### config.mk
export PLATFORM = sky130hd
export DESIGN_NAME = irq_aggregator
export DESIGN_NICKNAME = d
export VERILOG_FILES = /design/src/rtl/irq_agg_pkg.sv /design/src/rtl/irq_agg_cfg.sv /design/src/rtl/irq_agg_edge.sv /design/src/rtl/irq_agg_pend.sv /design/src/rtl/irq_agg_rd.sv /design/src/rtl/irq_aggregator.sv
export SDC_FILE = /design/constraint.sdc
export NUM_CORES = 1
export LEC_CHECK = 0
export ABC_AREA = 1
export BUFFER_PORTS_ARGS = -buffer_cell sky130_fd_sc_hd__buf_4
export CORE_MARGIN = 4
export CORE_UTILIZATION = 59
export DETAILED_ROUTE_END_ITERATION = 6
export PLACE_DENSITY = 0.84
export SETUP_SLACK_MARGIN = 0.1
export SLEW_MARGIN = 15
export SYNTH_ARGS = -nofsm -noshare
export SYNTH_HDL_FRONTEND = slang
export SYNTH_SLANG_ARGS = --single-unit
export TNS_END_PERCENT = 100
### constraint.sdc
create_clock -name clk -period 1.3 [get_ports clk]
set_input_delay 0.13 -clock clk [delete_from_list [all_inputs] [get_ports clk]]
set_output_delay 0.13 -clock clk [all_outputs]
set_load 0.02 [all_outputs]
### src/rtl/irq_agg_pkg.sv
package irq_agg_pkg;
  localparam int ADDR_W = 3;
  localparam logic [ADDR_W-1:0] A_RISE    = 3'd0;
  localparam logic [ADDR_W-1:0] A_FALL    = 3'd1;
  localparam logic [ADDR_W-1:0] A_PRIO    = 3'd2;
  localparam logic [ADDR_W-1:0] A_STAT_HI = 3'd3;
  localparam logic [ADDR_W-1:0] A_STAT_LO = 3'd4;
endpackage

### src/rtl/irq_agg_cfg.sv
module irq_agg_cfg
  import irq_agg_pkg::*;
#(
  parameter int NUM_LINES = 32
) (
  input  logic                 clk,
  input  logic                 rst_n,
  input  logic                 wr_i,
  input  logic [ADDR_W-1:0]    addr_i,
  input  logic [NUM_LINES-1:0] wdata_i,
  output logic [NUM_LINES-1:0] rise_en_o,
  output logic [NUM_LINES-1:0] fall_en_o,
  output logic [NUM_LINES-1:0] prio_o
);
  logic rise_we, fall_we, prio_we;
  logic [NUM_LINES-1:0] rise_q, fall_q, prio_q;

  // write enables decoded separately from the storage
  always_comb begin
    rise_we = wr_i && (addr_i == A_RISE);
    fall_we = wr_i && (addr_i == A_FALL);
    prio_we = wr_i && (addr_i == A_PRIO);
  end

  always_ff @(posedge clk or negedge rst_n) begin
    if (!rst_n) begin
      rise_q <= '0;
      fall_q <= '0;
      prio_q <= '0;
    end else begin
      if (rise_we) rise_q <= wdata_i;
      if (fall_we) fall_q <= wdata_i;
      if (prio_we) prio_q <= wdata_i;
    end
  end

  assign rise_en_o = rise_q;
  assign fall_en_o = fall_q;
  assign prio_o    = prio_q;
endmodule

### src/rtl/irq_agg_edge.sv
module irq_agg_edge #(
  parameter int                   NUM_LINES      = 32,
  parameter logic [NUM_LINES-1:0] RISE_ONLY_MASK = '0
) (
  input  logic                 clk,
  input  logic                 rst_n,
  input  logic [NUM_LINES-1:0] src_i,
  input  logic [NUM_LINES-1:0] rise_en_i,
  input  logic [NUM_LINES-1:0] fall_en_i,
  output logic [NUM_LINES-1:0] prev_o,
  output logic [NUM_LINES-1:0] event_o
);
  logic [NUM_LINES-1:0] prev_q;
  logic [NUM_LINES-1:0] rise_w, fall_w, fall_ok;

  always_comb begin
    rise_w  = src_i & ~prev_q;
    fall_w  = ~src_i & prev_q;
    // falling detection masked off on rising-only lines
    fall_ok = fall_en_i & ~RISE_ONLY_MASK;
    event_o = (rise_w & rise_en_i) | (fall_w & fall_ok);
  end

  always_ff @(posedge clk or negedge rst_n) begin
    if (!rst_n) prev_q <= '0;
    else        prev_q <= src_i;
  end

  assign prev_o = prev_q;
endmodule

### src/rtl/irq_agg_pend.sv
module irq_agg_pend #(
  parameter int NUM_LINES = 32,
  parameter int LEVEL_IDX = 31
) (
  input  logic                 clk,
  input  logic                 rst_n,
  input  logic [NUM_LINES-1:0] event_i,
  input  logic [NUM_LINES-1:0] src_i,
  input  logic [NUM_LINES-1:0] prio_i,
  input  logic                 clr_hi_i,
  input  logic                 clr_lo_i,
  output logic [NUM_LINES-1:0] pend_o
);
  logic [NUM_LINES-1:0] pend_q, pend_d;

  for (genvar g = 0; g < NUM_LINES; g++) begin : g_line
    logic nxt;
    if (g == LEVEL_IDX) begin : g_level
      // level-following line: reads never clear it, a low input does
      always_comb begin
        if (event_i[g])     nxt = 1'b1;
        else if (!src_i[g]) nxt = 1'b0;
        else                nxt = pend_q[g];
      end
    end else begin : g_edge
      logic clr;
      always_comb begin
        clr = prio_i[g] ? clr_hi_i : clr_lo_i;
        if (event_i[g]) nxt = 1'b1;      // new event beats a clearing read
        else if (clr)   nxt = 1'b0;
        else            nxt = pend_q[g];
      end
    end
    assign pend_d[g] = nxt;
  end

  always_ff @(posedge clk or negedge rst_n) begin
    if (!rst_n) pend_q <= '0;
    else        pend_q <= pend_d;
  end

  assign pend_o = pend_q;
endmodule

### src/rtl/irq_agg_rd.sv
module irq_agg_rd
  import irq_agg_pkg::*;
#(
  parameter int NUM_LINES = 32
) (
  input  logic                 clk,
  input  logic                 rst_n,
  input  logic                 rd_i,
  input  logic [ADDR_W-1:0]    addr_i,
  input  logic [NUM_LINES-1:0] rise_en_i,
  input  logic [NUM_LINES-1:0] fall_en_i,
  input  logic [NUM_LINES-1:0] prio_i,
  input  logic [NUM_LINES-1:0] pend_i,
  output logic [NUM_LINES-1:0] rdata_o,
  output logic                 clr_hi_o,
  output logic                 clr_lo_o
);
  logic [NUM_LINES-1:0] rdata_d, rdata_q;

  always_comb begin
    unique case (addr_i)
      A_RISE:    rdata_d = rise_en_i;
      A_FALL:    rdata_d = fall_en_i;
      A_PRIO:    rdata_d = prio_i;
      A_STAT_HI: rdata_d = pend_i & prio_i;
      A_STAT_LO: rdata_d = pend_i & ~prio_i;
      default:   rdata_d = '0;
    endcase
    clr_hi_o = rd_i && (addr_i == A_STAT_HI);
    clr_lo_o = rd_i && (addr_i == A_STAT_LO);
  end

  always_ff @(posedge clk or negedge rst_n) begin
    if (!rst_n)    rdata_q <= '0;
    else if (rd_i) rdata_q <= rdata_d;
  end

  assign rdata_o = rdata_q;
endmodule

### src/rtl/irq_aggregator.sv
module irq_aggregator
  import irq_agg_pkg::*;
#(
  parameter int                   NUM_LINES      = 32,
  parameter logic [NUM_LINES-1:0] RISE_ONLY_MASK = {{10{1'b1}}, {(NUM_LINES-10){1'b0}}},
  parameter int                   LEVEL_IDX      = NUM_LINES - 1
) (
  input  logic                 clk,
  input  logic                 rst_n,
  input  logic [NUM_LINES-1:0] src_i,
  input  logic                 bus_wr_i,
  input  logic                 bus_rd_i,
  input  logic [ADDR_W-1:0]    bus_addr_i,
  input  logic [NUM_LINES-1:0] bus_wdata_i,
  output logic [NUM_LINES-1:0] bus_rdata_o,
  output logic                 irq_hi_o,
  output logic                 irq_lo_o
);
  logic [NUM_LINES-1:0] rise_en, fall_en, prio;
  logic [NUM_LINES-1:0] src_q, event_w, pend;
  logic                 clr_hi, clr_lo;

  irq_agg_cfg #(.NUM_LINES(NUM_LINES)) u_cfg (
    .clk(clk), .rst_n(rst_n), .wr_i(bus_wr_i), .addr_i(bus_addr_i),
    .wdata_i(bus_wdata_i), .rise_en_o(rise_en), .fall_en_o(fall_en),
    .prio_o(prio)
  );

  irq_agg_edge #(.NUM_LINES(NUM_LINES), .RISE_ONLY_MASK(RISE_ONLY_MASK)) u_edge (
    .clk(clk), .rst_n(rst_n), .src_i(src_i), .rise_en_i(rise_en),
    .fall_en_i(fall_en), .prev_o(src_q), .event_o(event_w)
  );

  irq_agg_pend #(.NUM_LINES(NUM_LINES), .LEVEL_IDX(LEVEL_IDX)) u_pend (
    .clk(clk), .rst_n(rst_n), .event_i(event_w), .src_i(src_i),
    .prio_i(prio), .clr_hi_i(clr_hi), .clr_lo_i(clr_lo), .pend_o(pend)
  );

  irq_agg_rd #(.NUM_LINES(NUM_LINES)) u_rd (
    .clk(clk), .rst_n(rst_n), .rd_i(bus_rd_i), .addr_i(bus_addr_i),
    .rise_en_i(rise_en), .fall_en_i(fall_en), .prio_i(prio), .pend_i(pend),
    .rdata_o(bus_rdata_o), .clr_hi_o(clr_hi), .clr_lo_o(clr_lo)
  );

  assign irq_hi_o = |(pend & prio);
  assign irq_lo_o = |(pend & ~prio);
endmodule

# Yosys cells after proc, flatten, opt, wreduce, memory -nomap -nowiden
# Cells that the tools add are included.
word_totals:
  regBits: 192
  in_bits: 71
  out_inout_bits: 34
  word_cells: 187
op_classes:
  n_eq_ne: 5
  mux: 96
  bitwise_logic: 10
  reduce_logical: 39
op_table:
  columns: ["op", "n"]
  rows:
  - ["$and A32 B32 Y32", 5]
  - ["$pmux W32 S5", 1]
  - ["$not A32 Y32", 3]
  - ["$mux W1", 95]
  - ["$reduce_or A32 Y1", 2]
  - ["$reduce_bool A2 Y1", 31]
  - ["$and A32 B22 Y32", 1]
  - ["$or A32 B32 Y32", 1]
  - ["$eq A3 B2 Y1 const B", 2]
  - ["$logic_and A1 B1 Y1", 5]
  - ["$eq A3 B1 Y1 const B", 1]
  - ["$eq A3 B3 Y1 const B", 1]
  - ["$logic_not A3 Y1", 1]
  - ["$ne A2 B1 Y1 const B", 1]

# Longest topological paths before layout
depth:
  word_depth: 5
  depth_mapped: 9
  ltp_nobuf: 8

# Cells and area by module
# From an unflattened synthesis, not the netlist that was laid out.
hier_totals:
  cells_unflattened: 1563
  hier_area_um2: 10866.7
modules_own_cells:
  columns: ["mod", "n_inst", "cells_each", "area_per_inst_um2", "seq_area_each_um2"]
  rows:
  - ["irq_agg_cfg", 1, 422, 3804.9, 2402.3]
  - ["irq_agg_rd", 1, 599, 3519.6, 800.8]
  - ["irq_agg_pend", 1, 225, 1612.8, 800.8]
  - ["irq_agg_edge", 1, 162, 1343.8, 800.8]
  - ["irq_aggregator", 1, 155, 585.6, 0.0]

# Least setup slack after synthesis
# Ideal clock, no wire load.
synth_path:
  kind: "input port to flip-flop"
  from: "input port bus_addr_i[2]"
  to: "register u_rd.rdata_q[27], in the netlist u_rd.rdata_o[27]"
  setup_ns: 0.066
  arrival_ns: 0.994
  required_ns: 1.234
  path_slack_ns: 0.241
  stages: 9
  n_path_buf: 2
  path_cell_list: "inv_1 -> buf_2 -> buf_2 -> nand3_1 -> nand2_1 -> nor2_1 -> nand2_1 -> nand2_1 -> nand2_1"
synth_via:
  elab_chain_len: 2
  word_cells_on_any_way: 6
  classes_between: "4 x eq/ne; 1 x mux; 1 x reduce/logical"
synth_rtl:
  columns: ["element", "line", "rtl"]
  rows:
  - ["start: declaration", "irq_aggregator.sv:13", "input logic [ADDR_W-1:0] bus_addr_i,"]
  - ["$eq A3 B3 Y1 (tied with other cells)", "irq_agg_rd.sv:21", "unique case (addr_i)"]
  - ["$pmux W32 S5 *", "irq_agg_rd.sv:21", null]
  - ["end signal: assignment", "irq_agg_rd.sv:35", "else if (rd_i) rdata_q <= rdata_d;"]
  - ["end: declaration", "irq_agg_rd.sv:18", "logic [NUM_LINES-1:0] rdata_d, rdata_q;"]
# Every way passes the cells marked *; elsewhere a longest branch is shown, timed or not.
# A chain may end at the register's enable or synchronous reset.

# Worst setup path after layout
layout_path:
  from: "register u_cfg.prio_q[23], in the netlist u_cfg.prio_o[23]"
  to: "output port irq_hi_o"
layout_via:
  elab_chain_len: 2
layout_rtl:
  columns: ["element", "line", "rtl"]
  rows:
  - ["start: declaration", "irq_agg_cfg.sv:16", "logic [NUM_LINES-1:0] rise_q, fall_q, prio_q;"]
  - ["start signal: assignment", "irq_agg_cfg.sv:33", "if (prio_we) prio_q <= wdata_i;"]
  - ["$and A32 B32 Y32", "irq_aggregator.sv:45", "assign irq_hi_o = |(pend & prio);"]
  - ["$reduce_or A32 Y1", "irq_aggregator.sv:45", null]
  - ["end: declaration", "irq_aggregator.sv:16", "output logic irq_hi_o,"]
# Every way passes these cells.

==> out/results.ini <==
[timing]
tns_ns=-1.11
final_hold_viol_count=0
slew_violations=0
setup_violations=3
slew_headroom_pct=77.6
fin_crit_ns=1.85
skew_ns=0.00853
rsz0062_at_grt=true
worst_slew_pin_slew_ns=0.336
finalWorstSetupSlack_ns=-0.554
fmax_ghz=0.539
fin_crit_sh_pct=143

[cells_and_area]
fin_util_pct=80.8
syn_to_final_growth_pct=33.6
fin_nets=1487
drive_gt1_share_pct=21.6

[critical_path]
rr_endpoint=u_rd.rdata_o[20]$_DFFE_PN0P_
setup.worst_path.end_class=output pin
cp.required_ns=1.17
r2r_slack_ns=-0.01
cp_max_fo=3
r2r_start=u_pend.pend_o[20]$_DFFE_PN0P_
critPathKind=reg2out
arrival_ns=1.72
reg2regPathDepth=9
start_kind=flip-flop

[clocking]
tritoncts=done
clkSinkCount=192
cts-buffers-inserted=17
path_clk_slew_ns=0.07
worst_skew_pair.late_latency_ns=0.44
htreeDepth=4
root_buffer=clkbuf_16
clock_path_buffers=2

[synthesis]
syn_inst=1199
yosys_warnings=0
ys.flop_type=dfrtp_1
syn_area_um2=9260
synth-seq-cells=192
synth_commonest_cells=415 x nand2_1, 192 x dfrtp_1, 136 x nor2_1, 115 x inv_1, 83 x nand3_1
yosysTopAreaCellShare_pct=51.9
ys_types=25
synth_top_area_cell=dfrtp_1
synthTopCellsByArea=dfrtp_1 52%, nand2_1 17%, nor2_1 5.5%
ys_seq_area_share_pct=51.9
synth_edf_count=0
async_flop_share_pct=100
synth.net_count=1270
syn_avg_cell_area_um2=7.73
synth.most_common_cell=nand2_1

[place]
dp_slack_ns=-0.120
hpwlAfterDp_mm=18.2
place_congestion=0.912
port_buffers=104

[global_route]
antenna_found_initial=0
use_met3_pct=7.06
grt_pass1_vias=9309
grt-ovfl-total=0
grt_use_total_pct=33.1
top_usage_layer=met2
use_met1_pct=43.6
met2_usage_pct=52.9
grt_max_degree=52
grt_pass1_wl_mm=46.7

[die]
die_y_um=133
io_pins=105
initial_core_util_pct=60.5
fp-row-count=45
fp.coreArea_um2=15300
die_w_um=133
dieArea_um2=17800

[route]
post_drt_via_cell_ratio=5.84
wire_per_inst_um=18.3
drt-pass1-iter-count=6
drtIter0Drc=1342
drt-total-wl_mm=30.0
postRouteAntennaNets=0
route.vias.total=9578
drcViolationCount=0

[run]
cap_viol_max_count=0

[worst_hold_path]
worstHoldPathType=in2reg
hold_path_startpoint=bus_wdata_i[16]
hold_path_depth=3
holdPathEnd=u_cfg.fall_en_o[16]$_DFFE_PN0P_

[status]
outcome=complete, but fails checks
violations=negative setup slack

[pwr]
p_leak_nw=6.48
ir_worst_vdd_mv=1.13
power_density_nw_per_um2=1600

-- cell usage in the layout (no fill, tap or decap), types with 2 or more instances in the layout --
| master | Yosys | final |
|---|---|---|
| a31oi_1 | 6 | 6 |
| nand2_1 | 415 | 402 |
| nor2_2 | 11 | 21 |
| a21oi_1 | 16 | 16 |
| nand3b_1 | 9 | 9 |
| nor2_8 | 2 | 2 |
| buf_12 | 0 | 20 |
| buf_6 | 2 | 12 |
| dfrtp_1 | 192 | 191 |
| diode_2 | 0 | 2 |
| clkbuf_16 | 0 | 17 |
| nor2_4 | 2 | 10 |
| bufinv_16 | 0 | 4 |
| nand2_4 | 4 | 5 |
| inv_2 | 2 | 9 |
| nor3_2 | 0 | 4 |
| nand3_1 | 83 | 75 |
| o21ai_0 | 67 | 58 |
| nand4_1 | 9 | 9 |
| inv_4 | 1 | 2 |
| nor2_1 | 136 | 118 |
| inv_1 | 115 | 107 |
| clkbuf_8 | 0 | 3 |
| o21ai_2 | 0 | 5 |
| dlygate4sd3_1 | 0 | 50 |
| o21ai_1 | 41 | 45 |
| nand3_2 | 0 | 8 |
| o211ai_1 | 31 | 31 |
| nand3_4 | 3 | 3 |
| clkinv_2 | 0 | 3 |
| nand2_2 | 0 | 12 |
| buf_4 | 7 | 164 |
-- repair_timing --
| item | CTS | global route |
|---|---|---|
| gates resized for setup | 18 | 70 |
| hold buffers | 50 | 0 |
| pin swaps | 11 | 37 |
| setup buffers | 7 | 6 |
| endpoints found under the setup margin | 5 | 23 |
| hold endpoints to repair | 250 | 0 |
-- worst max path at each step --
stage,slack [ns],endpoint,cells after the start,start
6_report,-0.55,irq_hi_o,5,u_cfg.prio_o[23]$_DFFE_PN0P_
5_1_grt,-0.64,irq_hi_o,5,u_cfg.prio_o[23]$_DFFE_PN0P_
4_1_cts,-0.49,irq_hi_o,5,u_cfg.prio_o[20]$_DFFE_PN0P_
3_5_place_dp,-0.12,irq_lo_o,8,u_cfg.prio_o[13]$_DFFE_PN0P_
3_3_place_gp,-0.14,irq_lo_o,8,u_cfg.prio_o[7]$_DFFE_PN0P_
2_1_floorplan,0.24,u_rd.rdata_o[27]$_DFFE_PN0P_,9,bus_addr_i[2]
-- state kept, by name, indices dropped and copies added, names as in the netlist --
| register | count |
|---|---|
| u_edge.prev_o | 32 |
| u_rd.rdata_o | 32 |
| u_cfg.prio_o | 32 |
| u_cfg.fall_en_o | 32 |
| u_cfg.rise_en_o | 32 |
| u_pend.pend_o | 32 |
-- critical path, cell delays in order (launching register included) --
cell and delay, ns:
dfrtp_1 0.43, nand2_2 0.13, nand4_1 0.18, nor2_1 0.14, nand4_1 0.21, buf_6 0.20
-- area by class of cell --
type,instances,area [um2]
multi-input combinational,840,3960
clock buffer,20,457
sequential,192,4810
fill,920,2940
tap,211,264
timing repair buffer,247,2280
antenna,2,5.00
clock inverter,10,160
inverter,118,448
-- power by group --
group          switching, mW  internal [mW]
Combinational           3.36           2.53
Sequential              1.05           7.23
Clock                   2.30           3.30
Total                   6.71           13.1
-- layer usage --
layer,wire [um],part of all wire [%]
met1,11300,38
met2,14200,47
met3,3220,11
met4,1290,4.3
met5,0,0
-- metrics by stage --
| step | hold slack (ns) | area, um2 | cells | total power [mW] |
|---|---|---|---|---|
| after floorplan | -0.166 | 9260 | 1199 | 10.9 |
| after global placement | 0.0533 | 10900 | 1546 | 12.9 |
| after detailed placement | 0.0575 | 10900 | 1546 | 13.1 |
| after CTS | 0.00117 | 12100 | 1633 | 18.9 |
| after global routing | 0.0117 | 12400 | 1638 | 20.7 |
| final | 0.00366 | 12400 | 1640 | 19.8 |
-- cells by family (layout without fill, tap and decap cells) --
family / after synthesis / count (layout) / share of synthesized area, %
AO/OA/AOI/OAI: 162 / 162 / 9.70
AND/OR/NAND/NOR: 678 / 678 / 30.8
buffers and inverters: 167 / 395 / 7.59
flip-flops: 192 / 192 / 51.9
other: 0 / 2 / 0
(Power assumes the default switching activity.)
